===== config.mk =====
export PLATFORM = sky130hd
export DESIGN_NAME = hzd_interlock
export DESIGN_NICKNAME = d
export VERILOG_FILES = /design/src/rtl/hzd_pkg.sv /design/src/rtl/hzd_opdecode.sv /design/src/rtl/hzd_stage_cmp.sv /design/src/rtl/hzd_interlock.sv
export SDC_FILE = /design/constraint.sdc
export NUM_CORES = 1
export LEC_CHECK = 0
export CAP_MARGIN = 15
export CORE_MARGIN = 5
export CORE_UTILIZATION = 38
export DETAILED_ROUTE_END_ITERATION = 7
export DONT_BUFFER_PORTS = 1
export PLACE_DENSITY = 0.55
export SYNTH_ARGS = -nofsm -noshare
export SYNTH_HDL_FRONTEND = slang
export SYNTH_HIERARCHICAL = 1
export SYNTH_SLANG_ARGS = --single-unit

===== constraint.sdc =====
create_clock -name vclk -period 1.9
set_clock_uncertainty 0.1 [all_clocks]
set_input_delay 0.095 -clock vclk [all_inputs]
set_output_delay 0.095 -clock vclk [all_outputs]
set_load 0.1 [all_outputs]

===== src/rtl/hzd_pkg.sv =====
// Package: shared opcode encodings and the operand-usage record for the
// interlock unit. Assumes the 7-bit major opcode field of a 32-bit word.
package hzd_pkg;

    localparam int OPC_W = 7;

    localparam logic [OPC_W-1:0] OPC_ALU_REG = 7'b0110011;
    localparam logic [OPC_W-1:0] OPC_ALU_IMM = 7'b0010011;
    localparam logic [OPC_W-1:0] OPC_LOAD    = 7'b0000011;
    localparam logic [OPC_W-1:0] OPC_STORE   = 7'b0100011;
    localparam logic [OPC_W-1:0] OPC_BRANCH  = 7'b1100011;
    localparam logic [OPC_W-1:0] OPC_JMP_DIR = 7'b1101111;
    localparam logic [OPC_W-1:0] OPC_JMP_IND = 7'b1100111;

    // Which register-file accesses an instruction performs.
    typedef struct packed {
        logic use_src1;
        logic use_src2;
        logic writes_dst;
    } opnd_use_t;

endpackage


===== src/rtl/hzd_opdecode.sv =====
// Module: maps a major opcode onto its operand usage.
// Assumes unknown opcodes touch no register.
module hzd_opdecode
    import hzd_pkg::*;
(
    input  logic [OPC_W-1:0] opcode_i,
    output opnd_use_t        use_o
);

    // Opcode classification into read and write enables.
    always_comb begin
        use_o = '0;
        unique case (opcode_i)
            OPC_ALU_REG: use_o = '{use_src1: 1'b1, use_src2: 1'b1, writes_dst: 1'b1};
            OPC_ALU_IMM: use_o = '{use_src1: 1'b1, use_src2: 1'b0, writes_dst: 1'b1};
            OPC_LOAD:    use_o = '{use_src1: 1'b1, use_src2: 1'b0, writes_dst: 1'b1};
            OPC_STORE:   use_o = '{use_src1: 1'b1, use_src2: 1'b1, writes_dst: 1'b0};
            OPC_BRANCH:  use_o = '{use_src1: 1'b1, use_src2: 1'b1, writes_dst: 1'b0};
            OPC_JMP_DIR: use_o = '{use_src1: 1'b0, use_src2: 1'b0, writes_dst: 1'b1};
            OPC_JMP_IND: use_o = '{use_src1: 1'b1, use_src2: 1'b0, writes_dst: 1'b1};
            default:     use_o = '0;
        endcase
    end

endmodule


===== src/rtl/hzd_stage_cmp.sv =====
// Module: one operand-versus-stage dependence comparator.
// Assumes index 0 is the hard-wired zero register and is never written.
module hzd_stage_cmp #(
    parameter int IDX_W = 5
) (
    input  logic [IDX_W-1:0] src_idx_i,
    input  logic             src_en_i,
    input  logic [IDX_W-1:0] dst_idx_i,
    input  logic             dst_wen_i,
    output logic             hit_o
);

    logic dst_live;

    // A pending write counts only when enabled and aimed at a real register.
    assign dst_live = dst_wen_i && (dst_idx_i != '0);

    // Dependence when the operand is read and its index matches.
    assign hit_o = src_en_i && dst_live && (src_idx_i == dst_idx_i);

endmodule


===== src/rtl/hzd_interlock.sv =====
// Module: decode-stage interlock for an in-order pipeline without
// forwarding. Compares read operands of the decode instruction against
// destinations of NUM_STG downstream stages (0 = execute) and produces
// hold and bubble controls. Purely combinational.
module hzd_interlock
    import hzd_pkg::*;
#(
    parameter int IDX_W   = 5,
    parameter int NUM_STG = 3
) (
    input  logic [OPC_W-1:0]              dec_opcode_i,
    input  logic [IDX_W-1:0]              dec_rd_i,
    input  logic [IDX_W-1:0]              dec_rs1_i,
    input  logic [IDX_W-1:0]              dec_rs2_i,
    input  logic [NUM_STG-1:0][IDX_W-1:0] stg_rd_i,
    input  logic [NUM_STG-1:0]            stg_wen_i,
    output logic                          stall_o,
    output logic                          fd_hold_o,
    output logic                          ex_bubble_o,
    output logic                          ex_wen_o,
    output logic [IDX_W-1:0]              ex_rd_o
);

    localparam int NUM_SRC = 2;

    opnd_use_t                            dec_use;
    logic [NUM_SRC-1:0][IDX_W-1:0]        src_idx;
    logic [NUM_SRC-1:0]                   src_en;
    logic [NUM_SRC-1:0][NUM_STG-1:0]      hit;

    hzd_opdecode u_dec (
        .opcode_i (dec_opcode_i),
        .use_o    (dec_use)
    );

    // Gather both source operands with their read enables.
    assign src_idx = {dec_rs2_i, dec_rs1_i};
    assign src_en  = {dec_use.use_src2, dec_use.use_src1};

    // One comparator per operand and downstream stage.
    for (genvar s = 0; s < NUM_SRC; s++) begin : g_src
        for (genvar p = 0; p < NUM_STG; p++) begin : g_stg
            hzd_stage_cmp #(.IDX_W(IDX_W)) u_cmp (
                .src_idx_i (src_idx[s]),
                .src_en_i  (src_en[s]),
                .dst_idx_i (stg_rd_i[p]),
                .dst_wen_i (stg_wen_i[p]),
                .hit_o     (hit[s][p])
            );
        end
    end

    // Any dependence freezes the front end.
    assign stall_o     = |hit;
    assign fd_hold_o   = stall_o;
    assign ex_bubble_o = stall_o;

    // Execute-stage load: the decode instruction, or an empty slot.
    always_comb begin
        if (stall_o) begin
            ex_wen_o = 1'b0;
            ex_rd_o  = '0;
        end else begin
            ex_wen_o = dec_use.writes_dst;
            ex_rd_o  = dec_rd_i;
        end
    end

endmodule


==> results.tsv, run 1 <==
stage	metric	value	unit
finish	layout-drive-gt1-share	0.2683	
sta	worst_slack	0.001297	ns
finish	syn2layout_area_growth	16.46	%
worst_setup_path	cp-endpoint	stall_o	
finish	final.fill_count	156	
sta	rsz0062_at_grt	true	
sta	final-hold-violation-count	0	
power	ir_drop	0.07332	mV
sta	setup_tns	0	ns
placed_design	gp_congestion	0.7620	
sta	setup_viol	0	
global_routing	grt_pass1_wl	2808	microns
worst_setup_path	worstSetupEndpointType	output port	
sta	fin_crit	1.899	ns
worst_setup_path	slowest_delay	0.35	ns
worst_setup_path	critPathSlowestCell	a2111oi_2	
finish	antenna_cells	0	
synth	avgSynthCellArea	7.507	sq um
run	max_cap_violations	0	
power	switchingPower	0.08027	mW
finish	nets	124	
worst_setup_path	arrival	1.70	ns
outcome	outcome	finished, final reports clean	
finish	final_cell_count_no_fill	98	
synth	yosysWarnings	6	
synth	synth_area_leader_cell	xnor2_1	
synth	synth_nets	121	
routing	finalWirelength	1705	microns
hold_path	hold_path_class	in -> out	
routing	ant_nets	0	
worst_setup_path	cp-startpoint	dec_opcode_i[3]	
global_routing	antenna_found_initial	0	
sta	slew_violations	0	
die	die-area	0.002500	sq mm
power	comb_power_share	1.000	
worst_setup_path	worst-path-buf-inv	2	
worst_setup_path	critical_path_cell_count	8	
global_routing	grt_pass1_vias	611	
finish	seq_cells	0	
synth	netlist_top_cells_area	xnor2_1 (35%), nor3b_2 (12%), o2111ai_1 (8.6%)	
sta	worst_pin_slew	0.4655	ns
die	core_area	0.001506	sq mm
power	p_sw_frac	0.5734	
routing	drc_errors	0	
power	power.share.sequential	0	
die	start_util	0.4037	
synth	synth_cell_types	18	
power	internal-power	0.05973	mW
finish	layout_commonest_cell	xnor2_1	
worst_setup_path	critPathMaxFanout	7	
die	ios	49	
routing	drt_iter0_drc	1	
sta	fmax	0.5267	GHz
finish	final_cell_mix	xnor2_1 (24), inv_1 (8), nand3_1 (8)	
die	die_y	50	microns
routing	drtPass1Iterations	4	
sta	fin_crit_sh	0.9993	
worst_setup_path	crit_chain	nand3b_1 > a2111oi_2 > buf_4 > o2111ai_2 > nor3b_2 > nor4_4 > nand2_4 > buf_16	
worst_setup_path	path_delay_family	simple AND/OR/NAND/NOR gates	
clock_network	ctsHoldBuffers	0	
worst_setup_path	critPathKind	in -> out	
routing	via_per_inst	6.061	
placed_design	dpl.cell_count	97	
synth	syn_inst	81	
finish	clkbuf_count	0	
worst_setup_path	crit_required	1.70	ns
die	rows	14	
global_routing	grt_max_degree	8	
finish	final_core_util	0.4701	
synth	synth_top_area_share	0.3457	
global_routing	grt_use_total	0.1362	
placed_design	dp_slack	0.02333	ns
synth	ys_seq_area_frac	0	
routing	wl_per_cell	17.40	microns
worst_setup_path	critPathLaunchType	input pin	
placed_design	io_buffer_count	0	
global_routing	grt_remaining_overflow	0	
sta	slew_headroom	0.6873	
power	p_per_area	197.7	mW/mm^2
finish	ff_latch_area	0	sq um
die	die_w	50	microns
power	clkPwrFrac	0	
synth	syn_area	608.1	sq um
power	p_leak	0.2004	nW
routing	vias	594	
## layer usage
layer / routed length, microns / up-vias / track usage
li1: - / 301 / -
met1: 636 / 278 / 0.1613
met2: 939 / 15 / 0.2573
met3: 129 / 0 / 0.03012
met4: 0 / 0 / 0
met5: 0 / - / 0
## worst min-delay path by stage
stage / startpoint / end / slack [ns] / cells after the start
3_3_place_gp: dec_rd_i[1] / ex_rd_o[1] / 0.44 / 1
5_1_grt: dec_rd_i[3] / ex_rd_o[3] / 0.32 / 1
6_report: dec_rd_i[3] / ex_rd_o[3] / 0.32 / 1
4_1_cts: dec_rd_i[4] / ex_rd_o[4] / 0.44 / 1
3_5_place_dp: dec_rd_i[4] / ex_rd_o[4] / 0.44 / 1
2_1_floorplan: dec_rd_i[0] / ex_rd_o[0] / 0.44 / 1
## metrics by stage
stage	hold slack (ns)	area [sq um]	power, mW
2_1_floorplan	0.4353	626.9	0.1255
3_3_place_gp	0.4387	655.6	0.1331
3_5_place_dp	0.4380	655.6	0.1341
4_1_cts	0.4380	655.6	0.1344
5_1_grt	0.3243	708.2	0.1491
6_report	0.3238	708.2	0.1400
## synthesized netlist by cell type
cell type   n
a2111oi_2   1
a211o_1     1
a21oi_1     1
and3_1      6
buf_4       2
inv_1       8
nand2_1     1
nand3_1     8
nand3b_1    1
nor2_1      1
nor3b_2     6
nor4_1      6
nor4_4      1
o2111ai_1   6
o21ai_0     6
o21ai_2     1
or2_1       1
xnor2_1    24
## area by class of cell
cell class	count	area (sq um)	area share
Tap cell	16	20.02	0.02827
Inverter	8	30.03	0.04240
Multi-Input combinational cell	71	615.6	0.8693
Timing Repair Buffer	3	42.54	0.06007
## logic make-up after synthesis
family	Yosys count	synth area share
AOI/OAI and AO/OA	16	0.1975
xor gates and xnor gates	24	0.3457
buffers and inverters	10	0.07407
and+or+nand+nor	31	0.3827
## power by group through the flow
stage                     clock, mW  sequential (mW)  combinational, mW
after CTS                         0                0              0.134
after floorplan                   0                0              0.126
after detailed placement          0                0              0.134
after global routing              0                0              0.149
after global placement            0                0              0.133
final                             0                0              0.140
## what timing repair did
action / CTS / global route
endpoints found under the hold margin: 0 / 0
buffers inserted: 0 / 1
resized for setup: 0 / 10
setup endpoints to repair: 0 / 9
(Power assumes the default switching activity.)
==> run 2, diff against run 1 <==
- ABC_AREA: unset -> 1
- ABC_CLOCK_PERIOD_IN_PS: unset -> 1900
==> run 2 against run 1 <==
Total power up 54%. Die area is 46% higher. Synthesized cell count grew to 2.9 times the previous value. Critical path depth up 6. Cell count grew to 2.8 times the previous value. Non-clock buffer count grew 5. First-iteration DRC count increased to 42 times the previous value. Design area increased by 72%.
==> results.tsv, run 2 <==
stage	metric	value	unit	change
outcome	outcome	finished, final reports clean		unchanged
die	die_w	60.32	microns	was 50 microns
global_routing	grt_pass1_wl	4284	microns	was 2808 microns
sta	worst_pin_slew	0.2617	ns	was 0.4655 ns
synth	synth-xor-area-share	0		was 0.3457
finish	final_cell_mix	nand2_1 (90), inv_1 (70), nor2_1 (28)		was xnor2_1 (24), inv_1 (8), nand3_1 (8)
synth	ys_seq_area_frac	0		unchanged
sta	setup_tns	0	ns	unchanged
routing	drc_errors	0		unchanged
synth	synthAdderAreaFrac	0		unchanged
synth	synth.area.mux_share	0		unchanged
synth	synth_top_family_by_area	simple AND/OR/NAND/NOR gates		unchanged
power	p_leak	0.8276	nW	was 0.2004 nW
finish	syn2layout_area_growth	26.66	%	was 16.46%
worst_setup_path	arrival	1.50	ns	was 1.70 ns
global_routing	antenna_found_initial	0		unchanged
worst_setup_path	worstSetupEndpointType	output port		unchanged
routing	finalWirelength	2593	microns	was 1705 microns
clock_network	post_cts_resize_count	0		unchanged
finish	layout-drive-gt1-share	0.1322		was 0.2683
global_routing	grt_remaining_overflow	0		unchanged
worst_setup_path	critPathKind	in -> out		unchanged
synth	synth_cell_types	10		was 18
global_routing	grt_pass1_vias	1032		was 611
die	rows	18		was 14
sta	rsz0062_at_grt	false		was true
sta	slew_headroom	0.8256		was 0.6873
sta	fin_crit	1.700	ns	was 1.899 ns
synth	avgSynthCellArea	4.077	sq um	was 7.507 sq um
finish	nets	284		was 124
synth	netlist_top_cells_area	nand2_1 (36%), inv_1 (27%), nor2_1 (13%)		was xnor2_1 (35%), nor3b_2 (12%), o2111ai_1 (8.6%)
synth	ys_top_cells_by_count	nand2_1 (92), inv_1 (70), nor2_1 (34), nand3_1 (14), nor2_2 (13)		was xnor2_1 (24), inv_1 (8), nand3_1 (8)
placed_design	io_buffer_count	0		unchanged
worst_setup_path	crit_required	1.70	ns	about the same
routing	drtPass1Iterations	4		unchanged
synth	syn_inst	236		was 81
die	core_area	0.002455	sq mm	was 0.001506 sq mm
finish	clkbuf_count	0		unchanged
synth	synth_most_common_cell	nand2_1		was xnor2_1
synth	yosysWarnings	6		unchanged
routing	via_per_inst	4.257		was 6.061
synth	synth_nets	276		was 121
sta	setup_viol	0		unchanged
die	die_y	60.32	microns	was 50 microns
finish	layout_commonest_cell	nand2_1		was xnor2_1
power	ir_drop	0.1142	mV	was 0.07332 mV
clock_network	cts_setup_buffers	0		unchanged
placed_design	gp_congestion	0.8650		was 0.7620
sta	fin_crit_sh	0.8947		was 0.9993
die	die-area	0.003639	sq mm	was 0.002500 sq mm
global_routing	grt_use_total	0.1473		was 0.1362
finish	seq_cells	0		unchanged
finish	final.fill_count	300		was 156
routing	ant_nets	0		unchanged
synth	synth_top_area_share	0.3589		was 0.3457
power	p_per_area	177.4	mW/mm^2	was 197.7 mW/mm^2
clock_network	ctsHoldBuffers	0		unchanged
synth	synthSimpleGateAreaFrac	0.6671		was 0.3827
sta	hold_slack	0.3574	ns	was 0.3238 ns
worst_setup_path	critPathMaxFanout	8		was 7
worst_setup_path	critPathLaunchType	input pin		unchanged
run	max_cap_violations	0		unchanged
hold_path	hold_path_class	in -> out		unchanged
routing	wl_per_cell	9.533	microns	was 17.40 microns
finish	ff_latch_area	0	sq um	unchanged
die	ios	49		unchanged
placed_design	hpwl	2292	microns	
sta	fmax	0.5882	GHz	was 0.5267 GHz
synth	syn_area	962.2	sq um	was 608.1 sq um
synth	synth_compound_area_frac	0.03641		was 0.1975
sta	slew_violations	0		unchanged
routing	drt_iter0_drc	42		was 1
synth	synth_area_leader_cell	nand2_1		was xnor2_1
sta	final-hold-violation-count	0		unchanged
global_routing	grt_max_degree	9		was 8
finish	antenna_cells	0		unchanged
routing	vias	1158		was 594
die	start_util	0.3919		was 0.4037
run 2: area by class of cell:
class	instances	area, sq um	area share
Tap cell	30	37.54	0.03080
Inverter	72	272.8	0.2238
Multi-Input combinational cell	162	748.2	0.6140
Timing Repair Buffer	8	160.2	0.1314
run 2: worst paths after layout:
kind	from	endpoint	slack [ns]	cells after the start
worst max-delay path	dec_opcode_i[1]	ex_rd_o[2]	0.20	14
worst min-delay path	dec_rd_i[0]	ex_rd_o[0]	0.36	3
run 2: logic make-up after synthesis:
group | after synthesis
simple gates | 155
buf+inv | 74
compound gates | 7
run 2: where the power goes:
part           internal, mW  total, mW  switching (mW)
Combinational        0.0817      0.216           0.134
Sequential                0          0               0
Clock                     0          0               0
Total                0.0817      0.216           0.134
run 2: routing by layer:
layer	GRT usage	vias to the layer above	wire length, microns	part of all wire
met3	0.03240	0	231	0.089
li1	-	669	-	-
met1	0.2061	456	1158	0.45
met4	0	0	0	0
met2	0.2454	33	1203	0.46
met5	0	-	0	0
run 2: worst max-delay path, stage by stage:
cell	delay (ns)
nand2_8	0.05
inv_4	0.03
nand2_1	0.05
nor2_1	0.04
nor2_1	0.13
nand2_1	0.10
inv_1	0.07
nor2_2	0.04
nand3_1	0.05
nor2_1	0.05
nor2_1	0.17
nand3_4	0.24
nor2_4	0.20
buf_12	0.18
run 2: metrics by stage:
stage	total power, mW	area (sq um)	worst slack (ns)	util	std cells
finish	0.2161	1219	0.2000	0.4964	272
global route	0.2422	1219	0.01262	0.4964	272
CTS	0.2171	1219	0.1804	0.4964	272
detailed placement	0.2163	1219	0.1844	0.4964	272
global placement	0.2155	1219	0.2063	0.4964	272
floorplan	0.1704	1036	-0.1917	-	236
==> run 3, diff against run 2 <==
- SYNTH_HIERARCHICAL: 1 -> unset
==> run 3 against run 2 <==
Design area shrank 29%. Highest routed layer unchanged. Synthesized cell count shrank 40%. Largest cell class unchanged. Largest power group unchanged. Sequential share of layout area is the same. Critical path depth shrank 4. Fmax grew 22%. Critical path type unchanged. Setup slack gained 0.31 ns.
==> results.tsv, run 3 <==
stage	metric	value	unit	change
outcome	outcome	finished, final reports clean		unchanged
routing	drtPass1Iterations	4		unchanged
routing	wl_per_cell	10.84	microns	was 9.533 microns
sta	fmax	0.7185	GHz	was 0.5882 GHz
finish	clkbuf_count	0		unchanged
power	ir_drop	0.09544	mV	was 0.1142 mV
synth	netlist_top_cells_area	nand2_1 (25%), xnor2_1 (19%), inv_1 (15%)		was nand2_1 (36%), inv_1 (27%), nor2_1 (13%)
placed_design	hpwl	1753	microns	was 2292 microns
synth	synth_most_common_cell	nand2_1		unchanged
global_routing	grt_pass1_wl	2918	microns	was 4284 microns
routing	finalWirelength	1865	microns	was 2593 microns
sta	fin_crit_sh	0.7325		was 0.8947
placed_design	gp_congestion	0.7691		was 0.8650
sta	final-hold-violation-count	0		unchanged
finish	antenna_cells	0		unchanged
sta	slew_violations	0		unchanged
synth	ys_seq_area_frac	0		unchanged
die	start_util	0.4007		was 0.3919
synth	yosysWarnings	0		was 6
worst_setup_path	worstSetupEndpointType	output port		unchanged
sta	setup_viol	0		unchanged
synth	synth_nets	182		was 276
synth	syn_area	691.9	sq um	was 962.2 sq um
finish	layout_commonest_cell	nand2_1		unchanged
die	die_y	52.67	microns	was 60.32 microns
synth	synth_cell_types	19		was 10
worst_setup_path	crit_required	1.70	ns	about the same
global_routing	grt_pass1_vias	728		was 1032
placed_design	io_buffer_count	0		unchanged
routing	ant_nets	0		unchanged
finish	multi_input_area	595.6	sq um	was 748.2 sq um
run	max_cap_violations	0		unchanged
clock_network	cts_setup_buffers	0		unchanged
placed_design	dpl.cell_count	172		was 272
global_routing	grt_use_total	0.1326		was 0.1473
finish	layout-drive-gt1-share	0.1224		was 0.1322
finish	final_cell_mix	nand2_1 (47), inv_1 (27), nor2_1 (17)		was nand2_1 (90), inv_1 (70), nor2_1 (28)
synth	ys_top_cells_by_count	nand2_1 (47), inv_1 (27), nor2_1 (23), xnor2_1 (15), nand3_1 (9)		was nand2_1 (92), inv_1 (70), nor2_1 (34), nand3_1 (14), nor2_2 (13)
worst_setup_path	critPathLaunchType	input pin		unchanged
placed_design	dp_slack	0.5073	ns	was 0.1844 ns
die	die-area	0.002774	sq mm	was 0.003639 sq mm
routing	drc_errors	0		unchanged
clock_network	post_cts_resize_count	0		unchanged
synth	synth_area_leader_cell	nand2_1		unchanged
finish	ff_latch_area	0	sq um	unchanged
synth	avgSynthCellArea	4.873	sq um	was 4.077 sq um
synth	synth_top_area_share	0.2550		was 0.3589
sta	worst_slack	0.5082	ns	was 0.2000 ns
finish	syn2layout_area_growth	25.50	%	was 26.66%
power	p_leak	0.4553	nW	was 0.8276 nW
clock_network	ctsHoldBuffers	0		unchanged
finish	final.fill_count	187		was 300
routing	vias	783		was 1158
sta	worst_pin_slew	0.1545	ns	was 0.2617 ns
worst_setup_path	critPathMaxFanout	7		was 8
worst_setup_path	critPathKind	in -> out		unchanged
hold_path	hold_path_class	in -> out		unchanged
finish	final_cell_count_no_fill	172		was 272
sta	fin_crit	1.392	ns	was 1.700 ns
die	die_w	52.67	microns	was 60.32 microns
die	core_area	0.001727	sq mm	was 0.002455 sq mm
routing	via_per_inst	4.552		was 4.257
routing	drt_iter0_drc	7		was 42
worst_setup_path	arrival	1.20	ns	was 1.50 ns
global_routing	grt_max_degree	8		was 9
sta	rsz0062_at_grt	false		unchanged
die	ios	49		unchanged
finish	seq_cells	0		unchanged
global_routing	grt_remaining_overflow	0		unchanged
die	rows	15		was 18
finish	nets	189		was 284
power	p_per_area	213.2	mW/mm^2	was 177.4 mW/mm^2
global_routing	antenna_found_initial	0		unchanged
synth	syn_inst	142		was 236
sta	slew_headroom	0.8962		was 0.8256
[run 3: cells by family after synthesis]
kind of cell | synth area share
buffers and inverters | 0.1682
AOI/OAI and AO/OA | 0.05605
xor gates and xnor gates | 0.2532
and+or+nand+nor | 0.5226
[run 3: area by class of cell]
type,instances,share of cell area
timing repair buffer,7,0.1614
inverter,27,0.1167
tap,25,0.03602
multi-input combinational,113,0.6859
[run 3: path summary, 6_finish.rpt]
| kind | depth (start not counted) | slack (ns) | from | to |
|---|---|---|---|---|
| worst min-delay path | 3 | 0.34 | dec_rd_i[2] | ex_rd_o[2] |
| worst max-delay path | 10 | 0.51 | dec_opcode_i[3] | ex_bubble_o |
[run 3: worst max-delay path, stage by stage]
cell and delay (ns):
inv_1 0.05, nand2_1 0.08, nor2_4 0.12, nand2_2 0.08
nor2_1 0.10, nand3_1 0.07, nand2_1 0.08, nor2_2 0.05
nand2_4 0.13, buf_12 0.34
[run 3: report_power, final]
part	total, mW	internal (mW)	switching (mW)
Combinational	0.185	0.0799	0.105
Sequential	0	0	0
Clock	0	0	0
Total	0.185	0.0799	0.105
[run 3: metrics by stage]
stage | cell area, sq um | util | power, mW | TNS (ns) | hold WS (ns)
after global placement | 868.3 | 0.5029 | 0.1855 | 0 | 0.3377
after floorplan | 706.9 | - | 0.1444 | -1.459 | 0.3241
final | 868.3 | 0.5029 | 0.1851 | 0 | 0.3378
after global routing | 868.3 | 0.5029 | 0.2002 | 0 | 0.3440
after detailed placement | 868.3 | 0.5029 | 0.1862 | 0 | 0.3406
after CTS | 868.3 | 0.5029 | 0.1866 | 0 | 0.3406
[run 3: layer usage]
layer  GRT usage  wire length, microns  vias to the layer above  share of wire
met5           0                     0                        -              0
met2      0.2273                   895                       20           0.48
met4           0                     0                        0              0
met1      0.1717                   783                      334           0.42
met3     0.03989                   186                        0           0.10
li1            -                     -                      429              -
